==> config.mk <==
export PLATFORM = sky130hd
export DESIGN_NAME = irq2_edge_bank
export DESIGN_NICKNAME = d
export VERILOG_FILES = /design/src/rtl/irq2_edge_bank.sv
export SDC_FILE = /design/constraint.sdc
export NUM_CORES = 1
export LEC_CHECK = 0
export ABC_AREA = 1
export ABC_CLOCK_PERIOD_IN_PS = 4700
export BUFFER_PORTS_ARGS = -buffer_cell sky130_fd_sc_hd__buf_2
export CORE_MARGIN = 1
export CORE_UTILIZATION = 40
export CTS_CLUSTER_SIZE = 40
export DETAILED_ROUTE_END_ITERATION = 10
export PLACE_DENSITY = 0.58
export SYNTH_ARGS = -nofsm -noshare
export SYNTH_HDL_FRONTEND = slang
export SYNTH_SLANG_ARGS = --single-unit
export TNS_END_PERCENT = 100
==> constraint.sdc <==
create_clock -name clk -period 4.7 [get_ports clk]
set_input_delay 0.705 -clock clk [delete_from_list [all_inputs] [get_ports clk]]
set_output_delay 0.705 -clock clk [all_outputs]
set_load 0.01 [all_outputs]
==> src/rtl/irq2_edge_bank.sv <==
module irq2_edge_bank #(
  parameter int NSRC = 24
) (
  input  logic            clk,
  input  logic            rst_n,
  input  logic [NSRC-1:0] src_in,
  input  logic [7:0]      reg_addr,
  input  logic            reg_wr,
  input  logic            reg_rd,
  input  logic [7:0]      reg_wdata,
  output logic [7:0]      reg_rdata,
  output logic            sum_a,
  output logic            sum_b,
  output logic            irq_a_n,
  output logic            irq_b_n
);
  localparam int SB = (NSRC + 7) / 8;
  localparam int EB = (2 * NSRC + 7) / 8;
  localparam int SW = SB * 8;
  localparam int EW = EB * 8;
  localparam logic [SW-1:0] VLD = SW'((64'd1 << NSRC) - 64'd1);
  localparam logic [1:0][7:0] STAT_BASE = {8'h08, 8'h00};
  localparam logic [1:0][7:0] MASK_BASE = {8'h0C, 8'h04};
  localparam logic [7:0] EDGE_BASE = 8'h10;
  localparam logic [7:0] CTRL_ADDR = 8'h18;

  logic [NSRC-1:0]    s1, s2, s3;
  logic [EW-1:0]      edge_cfg;
  logic               cor;
  logic [SW-1:0]      evt;
  logic [1:0][SW-1:0] stat, pend, msk, clr;
  logic [1:0]         irq_q;

  always_comb begin
    evt = '0;
    for (int i = 0; i < NSRC; i++)
      evt[i] = (edge_cfg[2*i+1] & s2[i] & ~s3[i]) | (edge_cfg[2*i] & ~s2[i] & s3[i]);
  end

  always_comb begin
    clr = '0;
    for (int l = 0; l < 2; l++)
      for (int b = 0; b < SB; b++)
        if (reg_addr == 8'(STAT_BASE[l] + b)) begin
          if (reg_rd && cor)       clr[l][8*b +: 8] = stat[l][8*b +: 8];
          else if (reg_wr && !cor) clr[l][8*b +: 8] = reg_wdata;
        end
  end

  always_comb begin
    reg_rdata = '0;
    for (int l = 0; l < 2; l++)
      for (int b = 0; b < SB; b++) begin
        if (reg_addr == 8'(STAT_BASE[l] + b)) reg_rdata = stat[l][8*b +: 8];
        if (reg_addr == 8'(MASK_BASE[l] + b)) reg_rdata = msk[l][8*b +: 8];
      end
    for (int b = 0; b < EB; b++)
      if (reg_addr == 8'(EDGE_BASE + b)) reg_rdata = edge_cfg[8*b +: 8];
    if (reg_addr == CTRL_ADDR) reg_rdata = {7'b0, cor};
  end

  always_ff @(posedge clk or negedge rst_n) begin
    if (!rst_n) begin
      s1 <= '0; s2 <= '0; s3 <= '0;
      edge_cfg <= '0;
      cor <= 1'b0;
      stat <= '0;
      pend <= '0;
      msk <= {2{VLD}};
      irq_q <= 2'b11;
    end else begin
      s1 <= src_in; s2 <= s1; s3 <= s2;
      for (int l = 0; l < 2; l++) begin
        stat[l] <= ((stat[l] & ~clr[l]) | evt | (pend[l] & clr[l])) & VLD;
        pend[l] <= ((clr[l] & pend[l] & evt) | (~clr[l] & (pend[l] | (stat[l] & evt)))) & VLD;
        irq_q[l] <= ~|(stat[l] & ~msk[l]);
        if (reg_wr)
          for (int b = 0; b < SB; b++)
            if (reg_addr == 8'(MASK_BASE[l] + b))
              msk[l][8*b +: 8] <= reg_wdata & VLD[8*b +: 8];
      end
      if (reg_wr) begin
        for (int b = 0; b < EB; b++)
          if (reg_addr == 8'(EDGE_BASE + b)) edge_cfg[8*b +: 8] <= reg_wdata;
        if (reg_addr == CTRL_ADDR) cor <= reg_wdata[0];
      end
    end
  end

  assign sum_a   = |(stat[0] & ~msk[0]);
  assign sum_b   = |(stat[1] & ~msk[1]);
  assign irq_a_n = irq_q[0];
  assign irq_b_n = irq_q[1];
endmodule

### Word level (Yosys, flattened, before mapping)

Index checks and enable logic that the tools add are counted.

* equality and inequality tests: 18
* muxes and demuxes: 32
* bitwise operators: 192
* reductions and logical operators: 21

Operators with widths (count)
* $and A24 B24 Y24: 12
* $mux W8: 32
* $or A24 B24 Y24: 8
* $and A1 B1 Y1: 96
* $not A24 Y24: 4
* $eq A8 B5 Y1 const B: 7
* $eq A8 B4 Y1 const B: 6
* $not A1 Y1: 48
* $reduce_or A24 Y1: 2
* $reduce_and A2 Y1: 13
* $eq A8 B3 Y1 const B: 3
* $or A1 B1 Y1: 24
* $eq A8 B1 Y1 const B: 1
* $eq A8 B2 Y1 const B: 1
* $logic_not A8 Y1: 1
* $logic_not A1 Y1: 3
* $logic_and A1 B1 Y1: 2

* bits in registers: 267
* input bits: 44

### Logic depth before layout (Yosys ltp)

Gate-level depths: netlist of the first run.

* depth in word-level cells: 20
* depth in mapped cells: 16

### Worst setup path after synthesis of the first run

Ideal clock, no wire load.

* kind: input port to output port
* from: input reg_addr[4]
* to: output reg_rdata[1]
* arrival: 2.043 ns
* data required time: 3.995 ns
* slack: 1.952 ns
* stages: 14
* path buffers: 1
* path through: nor2_1 > nand2_2 > inv_2 > buf_6 > nand3_2 > nor2_1 > a21oi_1 > nand3_1 > nand2_1 > nand4_1 > nand2_1 > nand4_1 > nor2_1 > nor2_1

* word-level cells in the longest chain between the ends: 20
* elaborated cells between the ends (all ways): 38
* classes of those cells: eq/ne (18); mux (19); reduce/logical (1)

Ends and longest elaborated chain
* start: declaration: RTL line 7 `input logic [7:0] reg_addr,`
* $logic_not A8 Y1: RTL line 54 `if (reg_addr == 8'(STAT_BASE[l] + b)) reg_rdata = stat[l][8*b +: 8];`
* $mux W8: RTL line 54
* $mux W8: RTL line 55 `if (reg_addr == 8'(MASK_BASE[l] + b)) reg_rdata = msk[l][8*b +: 8];`
* $mux W8: RTL line 54
* $mux W8: RTL line 55
* $mux W8: RTL line 54
* $mux W8: RTL line 55
* $mux W8: RTL line 54
* $mux W8: RTL line 55
* $mux W8: RTL line 54
* $mux W8: RTL line 55
* $mux W8: RTL line 54
* $mux W8: RTL line 55
* $mux W8 (6 in series): RTL line 58 `if (reg_addr == 8'(EDGE_BASE + b)) reg_rdata = edge_cfg[8*b +: 8];`
* $mux W8 (*): RTL line 59 `if (reg_addr == CTRL_ADDR) reg_rdata = {7'b0, cor};`
* end: declaration: RTL line 11 `output logic [7:0] reg_rdata,`

Mark *: on every way between the ends. The rest lies on a longest branch, timed or not.

### Final worst setup path of the first run

* from: input reg_addr[0]
* to: output reg_rdata[3]

The elaborated chain is that of the path after synthesis.

==> results of run 1 <==
-- Yosys cell counts (23+ instances only) --
cell type  instances  area, sq um
dfstp_2           50         1314
inv_1            189        709.4
a21oi_1           51        255.2
nor2_1            67        251.5
nand4_1           24        150.1
o211ai_1          29        217.7
a211oi_1          25        187.7
o22ai_1           37        231.5
nand2_1          369         1385
o21ai_0          164        820.8
clkbuf_1          23        86.33
nand3_1           54        270.3
dfrtp_1          217         5430
-- cells by family after synthesis --
| group | Yosys count | synth area share, % |
|---|---|---|
| DFF | 267 | 56.54 |
| buffers and inverters | 229 | 7.374 |
| and+or+nand+nor | 556 | 19.57 |
| AOI/OAI and AO/OA | 341 | 16.51 |
-- worst max-delay path: stages --
cell	delay, ps
buf_2	120
inv_1	140
nand2_1	220
nor2_1	400
nand2_2	200
inv_2	270
nand2_1	160
nand2_1	100
nand3_1	60
nand2_1	100
nand4_1	140
nor2_1	130
nand4_1	100
nand2_1	80
inv_1	30
buf_2	120
-- per-stage QoR --
step	area [sq um]	total power [mW]	utilization (%)	hold WS, ps	std cells
after floorplan	11930	2.811	-	331.2	1393
after global placement	12640	3.016	43.56	331.1	1806
after detailed placement	12640	3.031	43.56	334.7	1806
after CTS	13580	5.301	46.79	121.8	1858
after global routing	13580	5.453	46.79	143.9	1858
final	13580	5.251	46.80	84.94	1859
-- routing by layer --
metal | global-route usage, % | vias up | share of wire, %
met5 | 0 | - | 0
met4 | 10.29 | 0 | 4.3
met3 | 4.308 | 80 | 6.0
met2 | 40.58 | 342 | 45
met1 | 35.62 | 4811 | 44
li1 | - | 4742 | -
-- path summary, 6_finish.rpt --
path,start,slack (ps),cells past startpoint,endpoint
worst max-delay path,reg_addr[0],900,16,reg_rdata[3]
worst min-delay path,rst_n,80,1,pend[11]
worst max register to register,cor,2420,8,pend[36]
worst min register to register,s1[6],340,0,s2[6]
max in group asynchronous,rst_n,3600,2,s1[4]
min in group clk,src_in[2],230,1,s1[2]
-- sequential cells by signal, indices dropped and copies added (netlist names) --
name,flops
irq_q,2
pend,48
s1,24
edge_cfg,48
s3,24
s2,24
stat,48
cor,1
msk,48
-- placed cells by master (no fill, tap or decap), types with 3 or more instances in the layout --
cell,n
buf_2,54
inv_1,189
clkbuf_16,29
nand2_1,369
o21ai_1,3
clkinvlp_4,3
a21o_1,6
clkinv_2,6
nor4_1,6
dfstp_2,50
a31oi_1,6
clkbuf_1,5
o22ai_1,37
a21oi_1,51
nand3_1,54
buf_4,6
nor2_1,67
o21bai_1,3
clkbuf_8,6
dfrtp_1,217
o31ai_1,13
nor3_2,3
nor3_1,9
o21ai_0,164
or2_2,7
o211ai_1,29
a211oi_1,25
nor2_2,6
inv_2,6
nand4_1,24
-- power groups by stage --
stage | clock (mW) | sequential [mW] | combinational (mW)
2_1_floorplan | 0 | 2.60 | 0.211
3_3_place_gp | 0 | 2.65 | 0.369
3_5_place_dp | 0 | 2.65 | 0.380
4_1_cts | 2.31 | 2.61 | 0.380
5_1_grt | 2.39 | 2.63 | 0.433
6_report | 2.26 | 2.62 | 0.380
-- layout make-up --
class / count / area [sq um] / area share, %
Clock inverter: 12 / 111.4 / 0.8201
Sequential cell: 267 / 6744 / 49.67
Tap cell: 384 / 480.5 / 3.539
Antenna cell: 1 / 2.502 / 0.01843
Multi-Input combinational cell: 897 / 4310 / 31.75
Inverter: 195 / 732.0 / 5.391
Clock buffer: 40 / 827.0 / 6.091
Timing Repair Buffer: 63 / 370.4 / 2.728
==> summary.md, run 1 <==
| Metric | Value |
|---|---|
| Mean Syn Cell Area | approximately 8.6 sq um |
| Initial antenna violation count | 0 |
| Final Worst Setup Slack | just under 900 ps |
| Nets | 1497 |
| Slew @ Worst Pin | 1096 ps |
| Number of buffers created by CTS | 29 |
| Tcrit/Tclk final | 80.96% |
| Fraction of layout cells with a size suffix above 1 | roughly 13% |
| Mapped Area | ~12000 sq um |
| Fillers | 2830 |
| Mean number of vias per cell | roughly 5.4 |
| Pwr/cell area | 386.7 nW/um^2 |
| CTS HTree Levels | 1 |
| Post-Route Setup TNS | 0 ps |
| Count of different cell masters after synthesis | 38 |
| Syn nets | ~1400 |
| Die height | 174.7 um |
| Clock power share | between 40% and 50% |
| Sw Pwr | between 1 and 1.5 mW |
| Area Overhead vs Synth | 13.84% |
| Num rows | between 60 and 70 |
| Number of port buffers | 55 |
| GPL Wtd Cong | roughly 0.99 |
| Starting Density | 41.11% |
| Seq/Total Area, Yosys | a little under three fifths |
| Outcome | complete, no violations |
| WL final | approximately 38000 um |
| Max Slew Vio Count | 0 |
| CP endpoint kind | output port |
| Clk root buf | clkbuf_16 |
| Longest Clk Path Bufs | 3 |
| Die Area | just over 30000 sq um |
| Pin count of the biggest net entering global routing | between 100 and 150 |
| Worst EP arrival | around 3100 ps |
| Post-synth EDFFs | 0 |
| Hold buffers post-CTS | 0 |
| Post-synth ARST share | 100.0% |
| Switching share of total power | between 20% and 30% |
| Flop pwr share | around 50% |
| # resized after CTS | 0 |
| Static leakage | between 6 and 7 nW |
| Worst Path Max Fanout | 16 |
| RSZ-0062 raised after global routing | no |
| Comb pwr share | under 10% |
| Startpoint Class | primary input |
| # clock sinks | around 270 |
| Worst hold path type | in2async |
| Postcts setup bufs | 0 |
| Ys flop type | dfrtp_1 |
| Slew HR | 26.14% |
| Synth Instances | 1393 |
| Pre-antenna DRT Iters | 5 |
| Type of the worst setup path | in2out |
| Final Hold Viols | 0 |
| Vias in the first global route | slightly below 10000 |
| CP required | about 4000 ps |
| First-pass GRT wire length | between 50000 and 60000 um |
| Pre-CTS setup slack | slightly below 1000 ps |
| Clock Latency Late Sink | about 580 ps |
| Max cap viols | 0 |
| Wire per inst | 20.63 um |
| CTS tree | built |
| FF+latch count, synth | about 270 |
| DR iter-0 viols | 800 |
| Ports | between 50 and 60 |
| Synth warn | 0 |
| DR vias | 9975 |
| HPWL Detailed | around 28000 um |
| Final Setup Violations | 0 |
| Final ANT Viol Nets | 0 |
| GRT Overall Usage | roughly 26% |
| Peak VDD IR | between 0.0002 and 0.0003 V |
| Crit path time final | roughly 3800 ps |
| Core area | between 20000 and 30000 sq um |
| Die W | about 170 um |
| Highest clock rate | 262.8 MHz |
| Clk_skew | 14.17 ps |
| Internal Power | about 4 mW |
| Worst-path clk slew | roughly 60 ps |
| GRT overflow | 0 |
| # DRC | 0 |
Power figures use the tool's default switching activity.
==> run 2, diff against run 1 <==
--- a/config.mk
+++ b/config.mk
@@ -6,7 +6,7 @@
 export NUM_CORES = 1
 export LEC_CHECK = 0
 export ABC_AREA = 1
-export ABC_CLOCK_PERIOD_IN_PS = 4700
+export ABC_CLOCK_PERIOD_IN_PS = 4000
 export BUFFER_PORTS_ARGS = -buffer_cell sky130_fd_sc_hd__buf_2
 export CORE_MARGIN = 1
 export CORE_UTILIZATION = 40
==> constraint.sdc (replaced) <==
create_clock -name clk -period 4 [get_ports clk]
set_input_delay 0.6 -clock clk [delete_from_list [all_inputs] [get_ports clk]]
set_output_delay 0.6 -clock clk [all_outputs]
set_load 0.01 [all_outputs]
==> run 2 against run 1 <==
  * Clock power rose by 18%
  * Critical path type unchanged
  * Critical endpoint is now reg_rdata[2]
  * Largest power group unchanged
  * Sequential share of layout area fell by 0.25 points
  * Die area did not move
  * Sequential power rose by 17%
  * Highest routed layer unchanged
  * Core utilization rose by 0.24 points
  * Register-to-register slack got worse by 1000 ps
  * First-iteration DRC count rose by 30%
==> summary.md, run 2 (synthesis results as in run 1) <==
| Metric | Value |
|---|---|
| Outcome | complete, no violations |
| Slew @ Worst Pin | 1098 ps (+1.720 ps) |
| CTS HTree Levels | 1 (unchanged) |
| Hold buffers post-CTS | 1 (+1) |
| GRT overflow | 0 (unchanged) |
| Max Slew Vio Count | 0 (unchanged) |
| Number of buffers created by CTS | 28 (-3.4%) |
| Total power | 6.193 mW (+18%) |
| Postcts setup bufs | 0 (unchanged) |
| Fillers | 2876 (+1.6%) |
| Commonest non-fill, non-tap cells in the layout | 369 x nand2_1, 217 x dfrtp_1, 189 x inv_1, 164 x o21ai_0, 67 x nor2_1 |
| Final ANT Viol Nets | 0 (unchanged) |
| Max cap viols | 0 (unchanged) |
| Pwr/cell area | 453.8 nW/um^2 (+17%) |
| Nets | 1502 (+0.33%) |
| Met3 WL | 2626 um (+14%) |
| # clock sinks | 267 (unchanged) |
| Worst-path clk slew | 70 ps (about the same) |
| Slew HR | 26.72% (+0.58 points) |
| Mean number of vias per cell | 5.386 (+0.37%) |
| First-pass GRT wire length | 58590 um (+0.12%) |
| DR iter-0 viols | 1040 (+30%) |
| Fraction of layout cells with a size suffix above 1 | 13.31% (+0.49 points) |
| GRT Overall Usage | 25.87% (+0.040 points) |
| Final Setup Violations | 0 (unchanged) |
| Commonest non-fill, non-tap cell in the layout | nand2_1 |
| CTS tree | built |
| CP required | 3400 ps (-590 ps) |
| Total inserted antenna cells | 0 (-1) |
| Ports | 56 (unchanged) |
| # DRC | 0 (unchanged) |
| M1 wire length | 16880 um (-0.81%) |
| Clk_skew | 37.82 ps (+23.64 ps) |
| HPWL Detailed | 28210 um (+1.2%) |
| Type of the worst setup path | in2out |
| Vias in the first global route | 9743 (+1.4%) |
| Worst hold path type | in2reg |
| Die Area | 30510 sq um (unchanged) |
| Final Hold Viols | 0 (unchanged) |
| Design Area, Final | 13650 sq um (+0.51%) |
| CP endpoint kind | output port |
| Static leakage | 6.032 nW (+0.38%) |
| Met2 WL | 17310 um (-0.29%) |
| Post-DP Area | 12670 sq um (+0.30%) |
| Worst Path Max Fanout | 16 (unchanged) |
| Uppermost layer routed | met4 |
| Startpoint Class | primary input |
| Clock Latency Late Sink | 580 ps (about the same) |
| # resized after CTS | 0 (unchanged) |
| Pin count of the biggest net entering global routing | 77 (-27%) |
| Clk root buf | clkbuf_16 |
| Pre-antenna DRT Iters | 5 (unchanged) |
| Worst EP arrival | 2920 ps (-180 ps) |
| Peak VDD IR | 0.0003874 V (+32%) |
| Die W | 174.7 um (unchanged) |
| Num rows | 62 (unchanged) |
| Tcrit/Tclk final | around 88% |
| Longest Clk Path Bufs | 3 (unchanged) |
| GPL Wtd Cong | 0.9986 (+0.60%) |
| Post-Route Setup TNS | 0 ps (unchanged) |
| DR vias | 10040 (+0.64%) |
| Die height | 174.7 um (unchanged) |
| Crit path time final | 3518 ps |
| Starting Density | 41.11% (unchanged) |
| Hold WS | 116.4 ps (+31.47 ps) |
| Number of port buffers | 55 (unchanged) |
| RSZ-0062 raised after global routing | no |
| Highest clock rate | ~280 MHz |
| Core area | 29010 sq um (unchanged) |
| Wire per inst | 20.74 um (+0.50%) |
| WL final | 38650 um (+0.77%) |
| Initial antenna violation count | 1 (+1) |
| Area Overhead vs Synth | 14.41% |
| Final core utilization | 47.04% (+0.24 points) |
run 2: area by class of cell:
cell class | count | area, sq um | share of cell area (%)
inverter | 195 | 732.0 | 5.364
clock buffer | 35 | 777.0 | 5.694
tap | 384 | 480.5 | 3.521
multi-input combinational | 897 | 4310 | 31.59
clock inverter | 17 | 185.2 | 1.357
sequential | 267 | 6744 | 49.42
timing repair buffer | 69 | 417.9 | 3.062
run 2: path summary, 6_finish.rpt:
check / start / to / slack (ps) / depth (start not counted)
worst max-delay path: reg_addr[0] / reg_rdata[2] / 480 / 15
worst min-delay path: src_in[13] / s1[13] / 120 / 1
worst max register to register: cor / pend[34] / 1380 / 7
worst min register to register: s1[4] / s2[4] / 340 / 0
max in group asynchronous: rst_n / msk[31] / 2520 / 3
min in group asynchronous: rst_n / stat[36] / 580 / 2
run 2: per-stage QoR:
stage	setup WS, ps	cells
after floorplan	1462	1393
after global placement	518.9	1811
after detailed placement	546.4	1811
after CTS	537.0	1864
after global routing	264.7	1864
final	481.8	1864
run 2: critical path: stages:
cell and delay, ps:
buf_2 110, inv_1 130, nand2_1 210, nor2_1 410, nand2_2 210, inv_2 260
a21oi_1 140, nand4_1 130, nand2_1 50, nand4_1 90, nand2_1 100, nand4_1 120
nand2_1 60, a21oi_1 140, buf_2 150
run 2: power breakdown:
| part | total (mW) | leakage, nW | switching (mW) | internal, mW |
|---|---|---|---|---|
| logic | 0.446 | 2.61 | 0.307 | 0.138 |
| registers | 3.07 | 2.97 | 0.158 | 2.92 |
| clock network | 2.67 | 0.452 | 1.15 | 1.52 |
| total | 6.19 | 6.03 | 1.62 | 4.58 |
run 2: per-layer routing:
metal / vias to the layer above / GRT usage, %
li1: 4750 / -
met1: 4870 / 35.29
met2: 323 / 40.21
met3: 96 / 4.569
met4: 0 / 11.81
met5: - / 0
==> run 3, diff against run 2 <==
--- a/config.mk
+++ b/config.mk
@@ -8,6 +8,7 @@
 export ABC_AREA = 1
 export ABC_CLOCK_PERIOD_IN_PS = 4000
 export BUFFER_PORTS_ARGS = -buffer_cell sky130_fd_sc_hd__buf_2
+export CORE_ASPECT_RATIO = 1.75
 export CORE_MARGIN = 1
 export CORE_UTILIZATION = 40
 export CTS_CLUSTER_SIZE = 40
==> run 3 against run 2 <==
  * Via count down 0.20%
  * Sequential power about the same
  * Register-to-register slack improved by 270 ps
  * Largest cell class unchanged
  * Highest routed layer unchanged
  * Global-route usage is 1.4 points higher
  * Combinational power is essentially flat
  * Final cell count is 0.21% lower
  * Critical path depth unchanged
  * Clock skew down 23 ps
  * Count of clock-buffer cells in the layout up 5
==> summary.md, run 3 (synthesis results as in run 1) <==
| Metric | Value |
|---|---|
| Number of port buffers | 55 (unchanged) |
| Ports | 56 (unchanged) |
| Final ANT Viol Nets | 0 (unchanged) |
| CP dominant cell by count | nand2_1 |
| Hold WS | 60.25 ps (-56.15 ps) |
| Longest Clk Path Bufs | 3 (unchanged) |
| Pre-antenna DRT Iters | 7 (+2) |
| Post-Route Setup TNS | 0 ps (unchanged) |
| Hold buffers post-CTS | 0 (-1) |
| FF/Latch Area | 6744 sq um (unchanged) |
| Crit path cell chain | buf_2, inv_1, nand2_1, nor2_1, nand2_2, inv_2, a21oi_1, nand4_1, nand2_1, nand4_1, nand2_1, nand4_1, nand2_1, a21oi_1, buf_2 |
| CTS tree | built |
| Vias in the first global route | 10140 (+4.1%) |
| CP required | 3400 ps (about the same) |
| Worst Path Max Fanout | 16 (unchanged) |
| Fraction of layout cells with a size suffix above 1 | 12.99% (-0.32 points) |
| Pin count of the biggest net entering global routing | 103 (+34%) |
| # DRC | 0 (unchanged) |
| First-pass GRT wire length | 60950 um (+4.0%) |
| GRT Overall Usage | 27.30% (+1.4 points) |
| Starting Density | 40.73% (-0.38 points) |
| Post-DP Area | 12690 sq um (+0.11%) |
| Outcome | complete, no violations |
| Highest clock rate | 302.9 MHz (+6.6%) |
| Clock Latency Late Sink | 560 ps (-20 ps) |
| Max Slew Vio Count | 0 (unchanged) |
| # clock sinks | 267 (unchanged) |
| Fillers | 2914 (+1.3%) |
| Commonest non-fill, non-tap cells in the layout | 369 x nand2_1, 217 x dfrtp_1, 189 x inv_1, 164 x o21ai_0, 67 x nor2_1 |
| FF-to-FF path depth | 8 (+1) |
| Total inserted antenna cells | 0 (unchanged) |
| GPL Wtd Cong | 0.9613 (-3.7%) |
| Tcrit/Tclk final | 82.55% (-5.4 points) |
| GRT overflow | 0 (unchanged) |
| DR vias | 10020 (-0.20%) |
| # resized after CTS | 0 (unchanged) |
| Area Overhead vs Synth | 13.69% |
| Crit path time final | 3302 ps (-216.3 ps) |
| Die Area | 30540 sq um (about the same) |
| Area occupied by multi-input gates | 4304 sq um (-0.14%) |
| Die height | 230.4 um (+32%) |
| Startpoint Class | primary input |
| Peak VDD IR | 0.0003390 V (-12%) |
| Commonest non-fill, non-tap cell in the layout | nand2_1 |
| Final Hold Viols | 0 (unchanged) |
| WL final | 40770 um (+5.5%) |
| Number of buffers created by CTS | 27 (-3.6%) |
| CP endpoint kind | output port |
| Die W | 132.5 um (-24%) |
| Type of the worst setup path | in2out |
| Core area | 29290 sq um (+0.94%) |
| Slowest stage delay, CP | 360 ps (-50 ps) |
| CTS HTree Levels | 1 (unchanged) |
| Mean number of vias per cell | 5.387 (about the same) |
| Static leakage | 6.025 nW (-0.12%) |
| Worst-path clk slew | 60 ps (about the same) |
| Design Area, Final | 13560 sq um (-0.63%) |
| HPWL Detailed | 30780 um (+9.1%) |
| Nets | 1503 (+0.067%) |
| RSZ-0062 raised after global routing | no |
| Worst EP arrival | 2700 ps (-220 ps) |
| Clk root buf | clkbuf_16 |
| Wire per inst | 21.92 um (+5.7%) |
| Max cap viols | 0 (unchanged) |
| Pwr/cell area | 445.8 nW/um^2 (-1.8%) |
| Clk_skew | 14.87 ps (-22.95 ps) |
| Postcts setup bufs | 0 (unchanged) |
| Final Setup Violations | 0 (unchanged) |
| Num rows | 83 (+34%) |
| Worst hold path type | in2async |
| Initial antenna violation count | 0 (-1) |
| Slew HR | 38.83% (+12 points) |
| Slowest CP cell | nor2_1 |
| DR iter-0 viols | 605 (-42%) |
| Slew @ Worst Pin | 916.6 ps (-181.4 ps) |
==> run 3: final timing paths <==
check	endpoint	from	slack [ps]
min in group clk	s1[18]	src_in[18]	160
max	reg_rdata[2]	reg_addr[0]	700
max in group asynchronous	msk[32]	rst_n	2940
min reg2reg	s2[11]	s1[11]	350
min	pend[7]	rst_n	60
max reg2reg	stat[23]	cor	1650
==> run 3: area by class of cell <==
| cell class | instances | area share, % |
|---|---|---|
| inverters | 195 | 5.398 |
| multi-input cells | 897 | 31.74 |
| clock inverters | 8 | 0.4982 |
| well taps | 382 | 3.525 |
| repair buffers | 71 | 3.174 |
| flip-flops and latches | 267 | 49.73 |
| clock buffers | 40 | 5.933 |
==> run 3: per-stage QoR <==
step | cells | util, % | power [mW] | worst slack [ps]
2_1_floorplan | 1393 | - | 3.303 | 1462
3_3_place_gp | 1812 | 43.33 | 3.553 | 734.7
3_5_place_dp | 1812 | 43.33 | 3.572 | 730.0
4_1_cts | 1860 | 46.30 | 6.089 | 716.5
5_1_grt | 1860 | 46.30 | 6.279 | 479.0
6_report | 1860 | 46.30 | 6.046 | 698.1
==> run 3: power by group <==
| group | total (mW) | leakage (nW) | switching (mW) | internal [mW] |
|---|---|---|---|---|
| registers | 3.08 | 2.97 | 0.168 | 2.92 |
| clock network | 2.52 | 0.434 | 1.07 | 1.45 |
| logic | 0.447 | 2.62 | 0.308 | 0.138 |
| total | 6.05 | 6.03 | 1.54 | 4.50 |
==> run 3: per-layer routing <==
layer  global-route usage [%]  share of wire [%]  vias to the layer above
met3                    3.272                3.7                      121
met5                        0                  0                        -
met1                    30.02                 38                     4847
met4                    17.64                6.9                        0
li1                         -                  -                     4739
met2                    49.36                 51                      312
==> run 3: worst max-delay path, delay by kind of cell <==
family          cells  cell delay [ps]
simple gates        9             1220
buf+inv             4              650
compound gates      2              240
